[src/rtl/addr_win_pkg.sv]
package addr_win_pkg;
  // widest window selector carried in the strobe bundle (up to 16 windows)
  localparam int WIN_SEL_W = 4;

  typedef struct packed {
    logic                 load;      // a decode result is taken this cycle
    logic                 claimReg;  // register page claims the access
    logic                 forward;   // access goes to PCI through winSel
    logic                 flagErr;   // refused access
    logic [WIN_SEL_W-1:0] winSel;    // selected window
  } decStrobe_t;

  function automatic logic sizeLegal(input logic [3:0] sz);
    case (sz)
      4'd1, 4'd2, 4'd3, 4'd4, 4'd8: sizeLegal = 1'b1;
      default:                      sizeLegal = 1'b0;
    endcase
  endfunction
endpackage

[src/rtl/win_ctrl.sv]
module win_ctrl
  import addr_win_pkg::*;
#(
  parameter int NUM_WIN = 4,
  parameter int HALF_W  = 16,
  parameter logic [HALF_W-1:0] PAGE_LOW = 16'hFEFE
) (
  input  logic               clk,
  input  logic               rstN,
  input  logic               strapHigh,
  input  logic               addrValid,
  input  logic [HALF_W-1:0]  upAddr,
  input  logic               isWrite,
  input  logic [3:0]         xferSize,
  input  logic [NUM_WIN-1:0] winHitVec,
  input  logic [NUM_WIN-1:0] rdOkVec,
  input  logic [NUM_WIN-1:0] wrOkVec,
  output decStrobe_t         strb
);
  logic strapQ;
  logic [HALF_W-1:0] pageBase;
  logic pageHit;
  logic anyWin;
  logic [WIN_SEL_W-1:0] firstWin;
  logic permOk;

  // strap follows the pin while reset is held and freezes when it lifts
  always_ff @(posedge clk) begin
    if (!rstN) strapQ <= strapHigh;
  end

  assign pageBase = strapQ ? (PAGE_LOW | HALF_W'(1)) : PAGE_LOW;
  assign pageHit  = (upAddr == pageBase);

  // scan downward so the lowest-numbered hitting window is the one kept
  always_comb begin
    anyWin   = 1'b0;
    firstWin = '0;
    permOk   = 1'b0;
    for (int i = NUM_WIN - 1; i >= 0; i--) begin
      if (winHitVec[i]) begin
        anyWin   = 1'b1;
        firstWin = WIN_SEL_W'(i);
        permOk   = isWrite ? wrOkVec[i] : rdOkVec[i];
      end
    end
  end

  always_comb begin
    strb          = '0;
    strb.load     = addrValid;
    strb.winSel   = firstWin;
    if (addrValid) begin
      if (pageHit) begin
        strb.claimReg = sizeLegal(xferSize);
        strb.flagErr  = !sizeLegal(xferSize);
      end else if (anyWin) begin
        strb.forward  = permOk;
        strb.flagErr  = !permOk;
      end
    end
  end

  assert_strap_hold_R1: assert property (@(posedge clk) disable iff (!rstN)
    $past(rstN) |-> $stable(strapQ));

  assert_one_dest_R3: assert property (@(posedge clk) disable iff (!rstN)
    $countones({strb.claimReg, strb.forward, strb.flagErr}) <= 1);

  assert_lowest_win_R6: assert property (@(posedge clk) disable iff (!rstN)
    strb.forward |-> ((winHitVec & ((NUM_WIN'(1) << strb.winSel) - NUM_WIN'(1))) == '0));

  assert_page_no_fwd_R3: assert property (@(posedge clk) disable iff (!rstN)
    (addrValid && pageHit) |-> !strb.forward);
endmodule

[src/rtl/win_datapath.sv]
module win_datapath
  import addr_win_pkg::*;
#(
  parameter int NUM_WIN = 4,
  parameter int ADDR_W  = 32,
  parameter int ATTR_W  = 2,
  localparam int HALF_W = ADDR_W / 2,
  localparam int IDX_W  = $clog2(NUM_WIN)
) (
  input  logic               clk,
  input  logic               rstN,
  input  logic [ADDR_W-1:0]  addr,
  input  logic               cfgWe,
  input  logic [IDX_W-1:0]   cfgWin,
  input  logic [HALF_W-1:0]  cfgStart,
  input  logic [HALF_W-1:0]  cfgEnd,
  input  logic [HALF_W-1:0]  cfgOffset,
  input  logic               cfgRdEn,
  input  logic               cfgWrEn,
  input  logic               cfgPostEn,
  input  logic [ATTR_W-1:0]  cfgAttr,
  input  decStrobe_t         strb,
  output logic [NUM_WIN-1:0] winHitVec,
  output logic [NUM_WIN-1:0] rdOkVec,
  output logic [NUM_WIN-1:0] wrOkVec,
  output logic               resValid,
  output logic               regHit,
  output logic               pciHit,
  output logic [IDX_W-1:0]   winIdx,
  output logic [ADDR_W-1:0]  pciAddr,
  output logic               postEn,
  output logic [ATTR_W-1:0]  pciAttr,
  output logic               accessErr
);
  logic [HALF_W-1:0] startQ  [NUM_WIN];
  logic [HALF_W-1:0] endQ    [NUM_WIN];
  logic [HALF_W-1:0] offQ    [NUM_WIN];
  logic [ATTR_W-1:0] attrQ   [NUM_WIN];
  logic [NUM_WIN-1:0] postQ;

  logic [HALF_W-1:0] upAddr;
  logic [HALF_W-1:0] selOff;
  logic [ATTR_W-1:0] selAttr;
  logic              selPost;
  logic [HALF_W-1:0] xlatUp;

  assign upAddr = addr[ADDR_W-1:HALF_W];

  for (genvar g = 0; g < NUM_WIN; g++) begin : gWin
    always_ff @(posedge clk) begin
      if (!rstN) begin
        startQ[g]  <= '1;
        endQ[g]    <= '0;
        offQ[g]    <= '0;
        attrQ[g]   <= '0;
        postQ[g]   <= 1'b0;
        rdOkVec[g] <= 1'b0;
        wrOkVec[g] <= 1'b0;
      end else if (cfgWe && cfgWin == IDX_W'(g)) begin
        startQ[g]  <= cfgStart;
        endQ[g]    <= cfgEnd;
        offQ[g]    <= cfgOffset;
        attrQ[g]   <= cfgAttr;
        postQ[g]   <= cfgPostEn;
        rdOkVec[g] <= cfgRdEn;
        wrOkVec[g] <= cfgWrEn;
      end
    end
    assign winHitVec[g] = (upAddr >= startQ[g]) && (upAddr <= endQ[g]);
  end

  always_comb begin
    selOff  = '0;
    selAttr = '0;
    selPost = 1'b0;
    for (int i = 0; i < NUM_WIN; i++) begin
      if (strb.winSel == WIN_SEL_W'(i)) begin
        selOff  = offQ[i];
        selAttr = attrQ[i];
        selPost = postQ[i];
      end
    end
  end

  assign xlatUp = upAddr + selOff;

  always_ff @(posedge clk) begin
    if (!rstN) begin
      resValid  <= 1'b0;
      regHit    <= 1'b0;
      pciHit    <= 1'b0;
      winIdx    <= '0;
      pciAddr   <= '0;
      postEn    <= 1'b0;
      pciAttr   <= '0;
      accessErr <= 1'b0;
    end else begin
      resValid  <= strb.load;
      regHit    <= strb.load && strb.claimReg;
      pciHit    <= strb.load && strb.forward;
      accessErr <= strb.load && strb.flagErr;
      if (strb.load && strb.forward) begin
        winIdx  <= strb.winSel[IDX_W-1:0];
        pciAddr <= {xlatUp, addr[HALF_W-1:0]};
        postEn  <= selPost;
        pciAttr <= selAttr;
      end else begin
        winIdx  <= '0;
        pciAddr <= '0;
        postEn  <= 1'b0;
        pciAttr <= '0;
      end
    end
  end

  assert_latency_R9: assert property (@(posedge clk) disable iff (!rstN)
    $past(rstN) |-> (resValid == $past(strb.load)));

  assert_err_excl_R7: assert property (@(posedge clk) disable iff (!rstN)
    accessErr |-> (!pciHit && !regHit));

  assert_low_copy_R5: assert property (@(posedge clk) disable iff (!rstN)
    pciHit |-> (pciAddr[HALF_W-1:0] == $past(addr[HALF_W-1:0])));

  assert_quiet_miss_R8: assert property (@(posedge clk) disable iff (!rstN)
    !pciHit |-> (!postEn && pciAttr == '0 && pciAddr == '0));
endmodule

[src/rtl/addr_window_decoder.sv]
module addr_window_decoder
  import addr_win_pkg::*;
#(
  parameter int NUM_WIN = 4,
  parameter int ADDR_W  = 32,
  parameter int ATTR_W  = 2,
  localparam int HALF_W = ADDR_W / 2,
  localparam int IDX_W  = $clog2(NUM_WIN)
) (
  input  logic              clk,
  input  logic              rstN,
  input  logic              strapHigh,
  input  logic              addrValid,
  input  logic [ADDR_W-1:0] addr,
  input  logic              isWrite,
  input  logic [3:0]        xferSize,
  input  logic              cfgWe,
  input  logic [IDX_W-1:0]  cfgWin,
  input  logic [HALF_W-1:0] cfgStart,
  input  logic [HALF_W-1:0] cfgEnd,
  input  logic [HALF_W-1:0] cfgOffset,
  input  logic              cfgRdEn,
  input  logic              cfgWrEn,
  input  logic              cfgPostEn,
  input  logic [ATTR_W-1:0] cfgAttr,
  output logic              resValid,
  output logic              regHit,
  output logic              pciHit,
  output logic [IDX_W-1:0]  winIdx,
  output logic [ADDR_W-1:0] pciAddr,
  output logic              postEn,
  output logic [ATTR_W-1:0] pciAttr,
  output logic              accessErr
);
  decStrobe_t         strb;
  logic [NUM_WIN-1:0] winHitVec;
  logic [NUM_WIN-1:0] rdOkVec;
  logic [NUM_WIN-1:0] wrOkVec;

  win_ctrl #(.NUM_WIN(NUM_WIN), .HALF_W(HALF_W), .PAGE_LOW(HALF_W'(16'hFEFE))) uCtrl (
    .clk(clk), .rstN(rstN), .strapHigh(strapHigh), .addrValid(addrValid),
    .upAddr(addr[ADDR_W-1:HALF_W]), .isWrite(isWrite), .xferSize(xferSize),
    .winHitVec(winHitVec), .rdOkVec(rdOkVec), .wrOkVec(wrOkVec), .strb(strb)
  );

  win_datapath #(.NUM_WIN(NUM_WIN), .ADDR_W(ADDR_W), .ATTR_W(ATTR_W)) uPath (
    .clk(clk), .rstN(rstN), .addr(addr),
    .cfgWe(cfgWe), .cfgWin(cfgWin), .cfgStart(cfgStart), .cfgEnd(cfgEnd),
    .cfgOffset(cfgOffset), .cfgRdEn(cfgRdEn), .cfgWrEn(cfgWrEn),
    .cfgPostEn(cfgPostEn), .cfgAttr(cfgAttr), .strb(strb),
    .winHitVec(winHitVec), .rdOkVec(rdOkVec), .wrOkVec(wrOkVec),
    .resValid(resValid), .regHit(regHit), .pciHit(pciHit), .winIdx(winIdx),
    .pciAddr(pciAddr), .postEn(postEn), .pciAttr(pciAttr), .accessErr(accessErr)
  );
endmodule

[config.mk]
export PLATFORM = sky130hd
export DESIGN_NAME = addr_window_decoder
export DESIGN_NICKNAME = d
export VERILOG_FILES = /design/src/rtl/addr_win_pkg.sv /design/src/rtl/win_ctrl.sv /design/src/rtl/win_datapath.sv /design/src/rtl/addr_window_decoder.sv
export SDC_FILE = /design/constraint.sdc
export NUM_CORES = 1
export LEC_CHECK = 0
export ABC_AREA = 1
export BUFFER_PORTS_ARGS = -buffer_cell sky130_fd_sc_hd__buf_4
export CAP_MARGIN = 40
export CORE_UTILIZATION = 60
export DETAILED_ROUTE_END_ITERATION = 12
export PLACE_DENSITY = 0.87
export SLEW_MARGIN = 40
export SYNTH_ARGS = -nofsm -noshare
export SYNTH_HDL_FRONTEND = slang
export SYNTH_HIERARCHICAL = 1
export SYNTH_SLANG_ARGS = --single-unit
[constraint.sdc]
create_clock -name clk -period 5.7 [get_ports clk]
set_clock_uncertainty 0.1 [all_clocks]
set_input_delay 0.855 -clock clk [delete_from_list [all_inputs] [get_ports clk]]
set_output_delay 0.855 -clock clk [all_outputs]
set_load 0.05 [all_outputs]
======== Word level (Yosys, flattened, before mapping) ========
Memories as Yosys holds them, arrays and structs flattened.
Index checks and enable logic that the tools add are counted.
word-level totals
  flip-flop bits (word level) ............. 54
  RAM bits ................................ 200
  output and inout port bits .............. 41
  memories ................................ 4
cells by class
  add/subtract/negate cells ............... 1
  magnitude comparators ................... 8
  equality and inequality tests ........... 12
  multiplexer cells ....................... 66
  bitwise operators ....................... 16
  reductions and logical operators ........ 17
memory list
  name          words  bits a word  rd ports  clocked after Yosys merged registers in  wr ports  line                RTL
  uPath.endQ    4      16           4         0                                        4         win_datapath.sv:36  logic [HALF_W-1:0] endQ [NUM_WIN];
  uPath.offQ    4      16           4         0                                        4         win_datapath.sv:37  logic [HALF_W-1:0] offQ [NUM_WIN];
  uPath.startQ  4      16           4         0                                        4         win_datapath.sv:35  logic [HALF_W-1:0] startQ [NUM_WIN];
  uPath.attrQ   4      2            4         0                                        4         win_datapath.sv:38  logic [ATTR_W-1:0] attrQ [NUM_WIN];
operator list
  kind                                            count
  2-to-1 mux 16 bit                               16
  >= comparator 16 bit                            4
  less-or-equal comparator 16 bit                 4
  2-to-1 mux 1 bit                                36
  2-to-1 mux 2 bit                                13
  adder 16 bit                                    1
  == test 16 bit                                  1
  bitwise OR 1 bit                                16
  logical AND 1 bit                               11
  == test 2 bit (second input constant)           4
  == test 4 x 2 -> 1 bit (second input constant)  2
  OR reduction 5 bit                              1
  == test 2 x 1 -> 1 bit (second input constant)  2
  == test 4 x 1 -> 1 bit (second input constant)  1
  == test 4 x 3 -> 1 bit (second input constant)  1
  == test 4 bit (second input constant)           1
  logical NOT 4 bit                               1
  2-to-1 mux 3 bit                                1
  logical NOT 1 bit                               2
  logical NOT 2 bit                               1
  AND reduction 2 bit                             1

======== Depth between registers and ports, before layout ========
Gate-level depths: netlist of run 1.
An unclocked memory read counts as a cell.
  depth in word-level cells ............... 13
  mapped depth ............................ 36

======== Cells and area by module ========
Netlist of run 1, hierarchy kept.
by module, submodules not included
  module        instances  cells an instance  area each (µm²)  seq. area each (µm²)
  win_datapath  1          1,453              13,354.1         7,066.8
  win_ctrl      1          69                 354.1            30.0

======== Worst setup path before layout of run 1 ========
No wires, ideal clock.
  path kind ............................... input to register
  from .................................... input addr[31]
  to ...................................... register uPath.pciAddr[30]
  library setup time ...................... 115 ps
  arrival ................................. 4,139 ps
  required time ........................... 5,485 ps
  path slack .............................. 1,346 ps
  stages .................................. 27
  buffers on the path ..................... 1
  path through ............................ ha_1 nand2_1 nor4_1 nand3_1 nand2_1 nand2_1 inv_1 inv_1 nor2_1 nor2_1 nor2_1 nand2_1 inv_1 nand2_1 clkbuf_1 o221ai_1 inv_1 ha_1 fa_1 nand3_1 nand2_1 nand2_1 nand2_1 nand3_1 nand3_1 nand2_1 nor2_1
RTL lines
  what                    line                       RTL
  start: declaration      addr_window_decoder.sv:14  input logic [ADDR_W-1:0] addr,
  end signal: assignment  win_datapath.sv:104        pciAddr <= {xlatUp, addr[HALF_W-1:0]};
  end: declaration        win_datapath.sv:30         output logic [ADDR_W-1:0] pciAddr,

==> results of run 1 <==
==> cells by family after synthesis <==
| logic type | after synthesis |
|---|---|
| flip-flops | 254 |
| XOR/XNOR | 1 |
| AO/OA/AOI/OAI | 159 |
| other | 1 |
| adder cells (fa/ha/maj) | 145 |
| AND/OR/NAND/NOR | 644 |
| buffers and inverters | 318 |
==> cell type report <==
| type | count | area [sq um] | share of cell area (%) |
|---|---|---|---|
| Sequential cell | 254 | 7100 | 44.7 |
| Multi-Input combinational cell | 951 | 5380 | 33.9 |
| Timing Repair Buffer | 147 | 1100 | 6.95 |
| Inverter | 288 | 1080 | 6.81 |
| Clock buffer | 32 | 747 | 4.70 |
| Tap cell | 280 | 350 | 2.21 |
| Clock inverter | 16 | 123 | 0.772 |
==> critical path, delay by kind of cell <==
kind	cells	cell delay, ns
simple gates	16	2.42
buf+inv	7	0.95
fa+ha+maj	2	0.59
compound gates	3	0.50
==> cells in the mapped netlist, drive strengths merged (5+ instances only) <==
cell type / instances / area share (%)
nand2: 322 / 8.9
inv: 288 / 7.9
nor2: 239 / 6.8
edfxtp: 201 / 44
ha: 144 / 13
a21oi: 87 / 3.2
nand3: 56 / 2.1
dfxtp: 53 / 7.7
o21ai: 40 / 1.5
buf: 28 / 1.1
nor3: 16 / 0.82
o21a: 9 / 0.49
o22ai: 8 / 0.37
o221ai: 7 / 0.45
nand4: 5 / 0.23
o21bai: 5 / 0.27
==> cells in the final DEF, fill, tap and decap left out, types with 2 or more instances in the layout <==
cell / count
a21oi_1: 86
a41oi_2: 3
buf_4: 147
clkbuf_1: 2
clkbuf_16: 29
clkinv_1: 2
clkinv_2: 5
clkinvlp_4: 4
conb_1: 2
dfxtp_1: 53
edfxtp_1: 201
ha_1: 144
inv_1: 280
inv_2: 8
inv_4: 2
inv_6: 2
nand2_1: 315
nand2_2: 7
nand3_1: 55
nand4_1: 5
nor2_1: 233
nor2_4: 5
nor3_1: 12
nor3_2: 2
nor3_4: 2
nor4_1: 3
o21a_1: 9
o21ai_0: 38
o21ai_1: 2
o21bai_1: 5
o221ai_1: 7
o22ai_1: 8
==> worst paths after layout <==
check | from | end | slack [ns]
worst max-delay path | addr[31] | uPath/pciAddr[28] | 0.75
worst min-delay path | uPath/postQ[1] | uPath/postQ[1] | 0.39
worst max register to register | uPath/startQ[3][15] | uPath/pciAddr[28] | 0.92
worst min register to register | uPath/postQ[1] | uPath/postQ[1] | 0.39
==> power by group through the flow <==
stage / Sequential, mW / Clock (mW) / Combinational (mW)
2_1_floorplan: 2.20 / 0 / 0.472
3_3_place_gp: 2.19 / 0 / 0.709
3_5_place_dp: 2.19 / 0 / 0.748
4_1_cts: 2.15 / 1.72 / 0.759
5_1_grt: 2.16 / 1.79 / 0.860
6_report: 2.15 / 1.71 / 0.772
==> metal layers <==
layer  GRT usage [%]  share of wire, %  vias to the layer above
met5               0                 0                        -
met1            37.0                38                     5060
li1                -                 -                     5210
met4            11.9               3.1                        0
met3            4.00                10                       92
met2            50.3                48                      583
==> metrics by stage <==
step                cell area, sq um  instances
global placement               15000       1920
finish                         15900       1968
CTS                            15900       1968
detailed placement             15000       1920
global route                   15900       1968
floorplan                      13700       1523
==> registers in the layout, indices dropped and copies added (netlist names), 2 cells and up <==
signal,cells
uPath/endQ,64
uPath/offQ,64
uPath/startQ,64
uPath/pciAddr,32
uPath/attrQ,8
uPath/postQ,4
uPath/rdOkVec,4
uPath/wrOkVec,4
uPath/pciAttr,2
uPath/winIdx,2
==> impl_metrics.py, run 1 <==
metrics = {
    "pwr": {
        "peakVddDrop_uv": 194,
        "pwr-share-clk_pct": 36.9,
        "switchingPower_mw": 1.27,
        "total_power_mw": 4.64,
        "p_int_mw": 3.37,
        "switching_share_pct": 27.4,
        "power.density_mw_per_mm2": 292,
        "combPwrFrac_pct": 16.6,
        "leakage_nw": 7.71,
        "seq_power_share_pct": 46.4,
    },
    "global_route": {
        "grt_pass1_vias": 10900,
        "grt_max_degree": 51,
        "grt_overflow": 0,
        "track_usage_pct": 29.1,
        "grt_pass1_wl_um": 53500,
        "antenna_found_initial": 0,
    },
    "synth": {
        "mappedNetlistArea_sq_mm": 0.0137,
        "synth_top_family_by_area": "simple AND/OR/NAND/NOR gates",
        "synthMuxAreaShare_pct": 0,
        "ys_types": 37,
        "synth-edff-count": 201,
        "synth_xor_area_share_pct": 0.0639,
        "synth-simple-area-share_pct": 19.2,
        "synth-adder-area-share_pct": 13.3,
        "synth_sequential_area_ratio_pct": 51.8,
        "ys_async_sr_fraction_pct": 0,
        "synth_top_flop_cell": "edfxtp_1",
        "synth_seq_cells": 254,
        "synth_area_per_cell_sq_um": 9.01,
        "ys_warn_count": 6,
        "synth-compound-area-share_pct": 6.60,
        "synth_cells": 1522,
    },
    "layout": {
        "num_antenna_cells": 0,
        "nFillCells": 1573,
        "nets": 1911,
        "syn_to_final_growth_pct": 15.9,
        "drive_gt1_share_pct": 13.1,
        "finish.utilization_pct": 71.9,
    },
    "die": {
        "die_width_um": 153,
        "ios": 138,
        "start_util_pct": 62.0,
        "die_area_sq_mm": 0.0235,
        "core_area_sq_mm": 0.0221,
        "die_h_um": 153,
        "fp-row-count": 54,
    },
    "job": {
        "drv_cap": 0,
    },
    "timing": {
        "final.setup.tns_ns": 0,
        "finalSetupViolCount": 0,
        "final-hold-violation-count": 0,
        "period_share_pct": 86.8,
        "final.setup.worst_slack_ns": 0.752,
        "fmax_mhz": 202,
        "min_period_ns": 4.95,
        "rsz0062_at_grt": "no",
        "slew-limit-headroom_pct": 43.4,
        "tightest_slew_ns": 0.848,
        "whs_ns": 0.387,
        "drv_slew": 0,
    },
    "setup_path": {
        "cp.arrival_ns": 5.32,
        "startpoint_type": "input pin",
        "critPathMaxStageDelay_ns": 0.61,
        "cp_max_fo": 14,
        "cpMostUsedCell": "nand2_1",
        "worst_ep_required_time_ns": 6.07,
        "crit_type": "in2reg",
        "r2r.worst_path.cells": 28,
        "cpMaxStageDelayCell": "nor4_1",
        "end_kind": "flip-flop",
    },
    "hold_path": {
        "whs_path_depth": 2,
        "hp-class": "reg2reg",
    },
    "clock_network": {
        "cts_max_level": 1,
        "cts-buffers-inserted": 27,
        "ctsResizeCount": 0,
        "cts_tree": "yes",
        "clk_path_buf_depth": 3,
        "cts_sinks": 254,
        "insertion_delay_ns": 0.54,
        "cts-root-buf": "clkbuf_16",
        "hold_buffers": 0,
        "clk_pin_slew_ns": 0.06,
        "cts_post_setup_buffers_inserted": 0,
    },
    "detailed_routing": {
        "num_vias": 10900,
        "firstDrtPassIters": 6,
        "viasPerCell": 5.56,
        "drc": 0,
        "wl_per_cell_um": 17.4,
        "drt_iter0_markers": 1036,
        "drt_wl_total_um": 34200,
        "antenna_left": 0,
    },
    "placement": {
        "port_buffers": 137,
        "gp_congestion": 0.853,
        "hpwl_um": 23500,
        "pre_cts_ws_ns": 0.413,
    },
    "status": {
        "status": "complete, no violations",
    },
}
No activity file was read; power rests on OpenSTA's default activity.
==> inputs of run 2 (changes only) <==
==> constraint.sdc (replaced) <==
create_clock -name clk -period 5.4 [get_ports clk]
set_clock_uncertainty 0.1 [all_clocks]
set_input_delay 0.54 -clock clk [delete_from_list [all_inputs] [get_ports clk]]
set_output_delay 0.54 -clock clk [all_outputs]
set_load 0.05 [all_outputs]
==> run 2 against run 1 <==
Setup slack lost 0.27 ns. Register-to-register slack lost 0.44 ns. Worst hold slack lost 0.31 ns. Combinational power grew 6.0%. Clock power grew 7%. Die area is the same. Global-route usage grew 0.43 points. Sequential cell count is the same. Non-clock buffer count shrank 1. Critical path depth is the same. Cell area is essentially flat. Core utilization is essentially flat. Critical endpoint is now uPath/pciAddr[30].
==> impl_metrics.py, run 2 (synthesis results as in run 1) <==
metrics = {
    "detailed_routing": {
        "firstDrtPassIters": 6,
        "antenna_left": 0,
        "drt_iter0_markers": 1273,
        "viasPerCell": 5.56,
        "wl_per_cell_um": 17.4,
        "drt_wl_total_um": 34200,
        "num_vias": 10900,
        "drc": 0,
    },
    "timing": {
        "final.setup.tns_ns": 0,
        "drv_slew": 0,
        "fmax_mhz": 203,
        "period_share_pct": 91.1,
        "min_period_ns": 4.92,
        "tightest_slew_ns": 0.827,
        "whs_ns": 0.0780,
        "finalSetupViolCount": 0,
        "slew-limit-headroom_pct": 44.8,
        "final-hold-violation-count": 0,
        "rsz0062_at_grt": "no",
    },
    "clock_network": {
        "clk_path_buf_depth": 3,
        "cts_max_level": 1,
        "insertion_delay_ns": 0.54,
        "cts_post_setup_buffers_inserted": 0,
        "cts_tree": "yes",
        "cts-root-buf": "clkbuf_16",
        "hold_buffers": 0,
        "ctsResizeCount": 0,
        "cts_sinks": 254,
        "cts-buffers-inserted": 27,
        "clk_pin_slew_ns": 0.06,
    },
    "placement": {
        "hpwl_um": 23400,
        "gp_congestion": 0.922,
        "dp_cells": 1919,
        "port_buffers": 137,
        "placed_area_sq_mm": 0.0150,
    },
    "global_route": {
        "grt_overflow": 0,
        "track_usage_pct": 29.6,
        "grt_pass1_wl_um": 54500,
        "grt_pass1_vias": 11000,
        "antenna_found_initial": 0,
        "grt_max_degree": 51,
    },
    "layout": {
        "mostFrequentLayoutCell": "nand2_1",
        "stdcell_count": 1969,
        "largestRegisters": "uPath/endQ: 64 flops, uPath/offQ: 64 flops, uPath/startQ: 64 flops",
        "drive_gt1_share_pct": 12.8,
        "num_antenna_cells": 0,
        "syn_to_final_growth_pct": 15.8,
        "nets": 1910,
        "final_cell_mix": "315 x nand2_1, 280 x inv_1, 233 x nor2_1",
        "postLayoutCellArea_sq_mm": 0.0159,
    },
    "die": {
        "die_h_um": 153,
        "fp-row-count": 54,
        "ios": 138,
        "die_width_um": 153,
        "die_area_sq_mm": 0.0235,
        "start_util_pct": 62.0,
        "core_area_sq_mm": 0.0221,
    },
    "setup_path": {
        "cp_max_fo": 16,
        "path_delay_family": "simple AND/OR/NAND/NOR gates",
        "r2r.worst_path.cells": 28,
        "critPathMaxStageDelay_ns": 0.53,
        "reg2reg_from": "uPath/startQ[3][15]",
        "cp.arrival_ns": 5.25,
        "reg2reg_slack_ns": 0.48,
        "reg2reg_to": "uPath/pciAddr[30]",
        "startpoint_type": "flip-flop",
        "cpMaxStageDelayCell": "nor4_1",
        "end_kind": "flip-flop",
        "worst_ep_required_time_ns": 5.73,
        "critical_path_depth": 28,
        "crit_type": "reg2reg",
        "cp_num_buf_inv": 6,
        "cpMostUsedCell": "nand2_1",
    },
    "hold_path": {
        "whs_path_depth": 1,
        "hp-class": "in2reg",
        "hold_start": "strapHigh",
        "hold_end": "uCtrl/strapQ",
    },
    "status": {
        "status": "complete, no violations",
    },
    "pwr": {
        "power.density_mw_per_mm2": 310,
        "peakVddDrop_uv": 272,
        "leakage_nw": 7.71,
    },
    "job": {
        "drv_cap": 0,
    },
}
[run 2: metrics by stage]
step | setup slack (ns) | util, % | total power [mW]
finish | 0.481 | 71.9 | 4.92
global route | 0.201 | 71.9 | 5.11
CTS | 0.616 | 71.9 | 4.93
detailed placement | 0.382 | 67.9 | 3.10
global placement | 0.542 | 67.9 | 3.05
floorplan | 1.36 | - | 2.82
[run 2: final cells by class]
type	instances	area (sq um)
clock buffer	33	708
clock inverter	17	164
fill	1555	6220
inverter	288	1080
multi-input combinational	951	5380
sequential	254	7100
tap	280	350
timing repair buffer	146	1100
[run 2: worst max-delay path by stage]
| stage | end | start |
|---|---|---|
| detailed placement | uPath/pciAddr[30] | addr[31] |
| global placement | uPath/pciAddr[30] | addr[31] |
| floorplan | uPath/pciAddr[30] | addr[31] |
| CTS | uPath/pciAddr[30] | uPath/startQ[3][15] |
| finish | uPath/pciAddr[30] | uPath/startQ[3][15] |
| global route | uPath/pciAddr[30] | uPath/startQ[3][15] |
[run 2: routing by layer]
metal  track usage [%]  vias up  wire length, um
met1              38.0     5072            13400
met5                 0        -                0
met3              4.05       97             3320
met4              12.1        0             1070
met2              50.5      571            16400
li1                  -     5203                -
[run 2: power by group]
part	leakage, nW	total (mW)	switching, mW	internal, mW
logic	4.88	0.818	0.540	0.279
registers	2.41	2.27	0.0362	2.24
clock network	0.427	1.83	0.756	1.07
==> inputs of run 3 (changes only) <==
--- a/config.mk
+++ b/config.mk
@@ -8,7 +8,9 @@
 export ABC_AREA = 1
 export BUFFER_PORTS_ARGS = -buffer_cell sky130_fd_sc_hd__buf_4
 export CAP_MARGIN = 40
-export CORE_UTILIZATION = 60
+export CELL_PAD_IN_SITES_DETAIL_PLACEMENT = 1
+export CELL_PAD_IN_SITES_GLOBAL_PLACEMENT = 1
+export CORE_UTILIZATION = 46
 export DETAILED_ROUTE_END_ITERATION = 12
 export PLACE_DENSITY = 0.87
 export SLEW_MARGIN = 40
@@ -16,3 +18,4 @@
 export SYNTH_HDL_FRONTEND = slang
 export SYNTH_HIERARCHICAL = 1
 export SYNTH_SLANG_ARGS = --single-unit
+export TNS_END_PERCENT = 10
==> run 3 against run 2 <==
Final cell count increased by 5.5%. Critical path depth unchanged. Sequential share of layout area decreased by 0.55 points. Global-route usage decreased by 2.6 points. Total power increased by 2.5%. First-iteration DRC count decreased by 51%. Non-clock buffer count increased by 3. Worst hold slack got worse by 0.028 ns. Clock-buffer cell count increased by 2. Via count increased by 1.3%. Setup slack got worse by 0.044 ns. Sequential cell count unchanged.
==> impl_metrics.py, run 3 (synthesis results as in run 1) <==
metrics = {
    "detailed_routing": {
        "top_layer": "met4",
        "wl_met2_um": 21100,
        "met1Wirelength_um": 16800,
        "drt_iter0_markers": 630,
        "drc": 0,
        "drt_wl_total_um": 40800,
        "num_vias": 11100,
        "viasPerCell": 5.34,
        "antenna_left": 0,
        "firstDrtPassIters": 5,
        "wl_per_cell_um": 19.6,
        "wl_met3_um": 1860,
    },
    "clock_network": {
        "clk_path_buf_depth": 3,
        "cts-buffers-inserted": 28,
        "cts_tree": "yes",
        "clk_pin_slew_ns": 0.06,
        "cts_sinks": 254,
        "cts_post_setup_buffers_inserted": 0,
        "cts_max_level": 1,
        "ctsResizeCount": 0,
        "cts-root-buf": "clkbuf_16",
        "insertion_delay_ns": 0.56,
        "hold_buffers": 0,
    },
    "layout": {
        "syn_to_final_growth_pct": 17.3,
        "mostFrequentLayoutCell": "nand2_1",
        "nets": 1914,
        "num_antenna_cells": 0,
        "largestRegisters": "uPath/endQ: 64 flops, uPath/offQ: 64 flops, uPath/startQ: 64 flops",
        "drive_gt1_share_pct": 13.1,
        "final_cell_mix": "315 x nand2_1, 280 x inv_1, 233 x nor2_1",
        "stdcell_count": 2077,
    },
    "pwr": {
        "pwr-share-clk_pct": 37.9,
        "seq_power_share_pct": 45.2,
        "power.density_mw_per_mm2": 314,
        "leakage_nw": 7.75,
        "combPwrFrac_pct": 17.0,
        "switching_share_pct": 27.8,
        "switchingPower_mw": 1.40,
        "peakVddDrop_uv": 234,
        "p_int_mw": 3.64,
    },
    "placement": {
        "port_buffers": 137,
        "gp_congestion": 0.868,
        "hpwl_um": 29000,
        "dp_cells": 2026,
    },
    "global_route": {
        "grt_max_degree": 51,
        "track_usage_pct": 27.0,
        "grt_pass1_wl_um": 63900,
        "grt_pass1_vias": 12200,
        "grt_overflow": 0,
        "antenna_found_initial": 0,
    },
    "job": {
        "drv_cap": 0,
    },
    "setup_path": {
        "worst_ep_required_time_ns": 5.75,
        "end_kind": "flip-flop",
        "cp_max_fo": 11,
        "startpoint_type": "flip-flop",
        "cp.arrival_ns": 5.31,
        "crit_type": "reg2reg",
        "cp-startpoint": "uPath/endQ[3][15]",
        "reg2reg_slack_ns": 0.44,
        "reg2reg_from": "uPath/endQ[3][15]",
        "cpMostUsedCell": "nand2_1",
        "reg2reg_to": "uPath/pciAddr[30]",
        "r2r.worst_path.cells": 28,
        "critPathMaxStageDelay_ns": 0.51,
        "cpMaxStageDelayCell": "nor4_1",
    },
    "die": {
        "die_area_sq_mm": 0.0305,
        "die_h_um": 175,
        "ios": 138,
        "start_util_pct": 47.2,
        "core_area_sq_mm": 0.0290,
        "fp-row-count": 62,
        "die_width_um": 175,
    },
    "timing": {
        "period_share_pct": 91.9,
        "rsz0062_at_grt": "no",
        "final-hold-violation-count": 0,
        "drv_slew": 0,
        "slew-limit-headroom_pct": 42.3,
        "finalSetupViolCount": 0,
        "min_period_ns": 4.96,
        "final.setup.tns_ns": 0,
        "tightest_slew_ns": 0.865,
        "fmax_mhz": 202,
    },
    "hold_path": {
        "hp-class": "in2reg",
        "whs_path_depth": 1,
        "hold_start": "strapHigh",
        "hold_end": "uCtrl/strapQ",
    },
    "status": {
        "status": "complete, no violations",
    },
}
[run 3: worst max-delay path, delay by kind of cell (launching register included)]
family	cells	cell delay [ns]
compound gates	2	0.29
buf+inv	6	0.65
flops	1	0.34
fa+ha+maj	2	0.58
simple gates	18	2.90
[run 3: power by group through the flow]
stage          clock [mW]  sequential (mW)  combinational (mW)
2_1_floorplan           0             2.33               0.499
3_3_place_gp            0             2.31               0.768
3_5_place_dp            0             2.32               0.830
4_1_cts              1.94             2.28               0.852
5_1_grt              2.01             2.29               0.947
6_report             1.91             2.28               0.857
[run 3: area by class of cell]
cell class	count	area [sq um]
Clock buffer	35	747
Clock inverter	16	170
Fill cell	3406	12900
Inverter	288	1080
Multi-Input combinational cell	951	5380
Sequential cell	254	7100
Tap cell	384	480
Timing Repair Buffer	149	1120
[run 3: per-stage QoR]
stage          setup WS, ns  power, mW  cell area [sq um]  utilization (%)  hold WS, ns
3_5_place_dp          0.128       3.15              15200             52.2        0.377
4_1_cts               0.494       5.07              16100             55.4       0.0330
3_3_place_gp          0.365       3.08              15200             52.2        0.365
6_report              0.437       5.05              16100             55.4       0.0501
5_1_grt              0.0531       5.25              16100             55.4       0.0359
2_1_floorplan          1.36       2.82              13700                -        0.353
[run 3: worst max path at each step]
stage,to,slack (ns),depth (start not counted)
2_1_floorplan,uPath/pciAddr[30],1.36,27
3_3_place_gp,uPath/pciAddr[31],0.37,27
3_5_place_dp,uPath/pciAddr[31],0.13,27
4_1_cts,uPath/pciAddr[31],0.49,27
5_1_grt,uPath/pciAddr[31],0.05,27
6_report,uPath/pciAddr[30],0.44,28
[run 3: metal layers]
layer	GRT usage, %	vias up
li1	-	5210
met1	32.8	5463
met2	49.6	339
met3	3.09	73
met4	8.95	0
met5	0	-
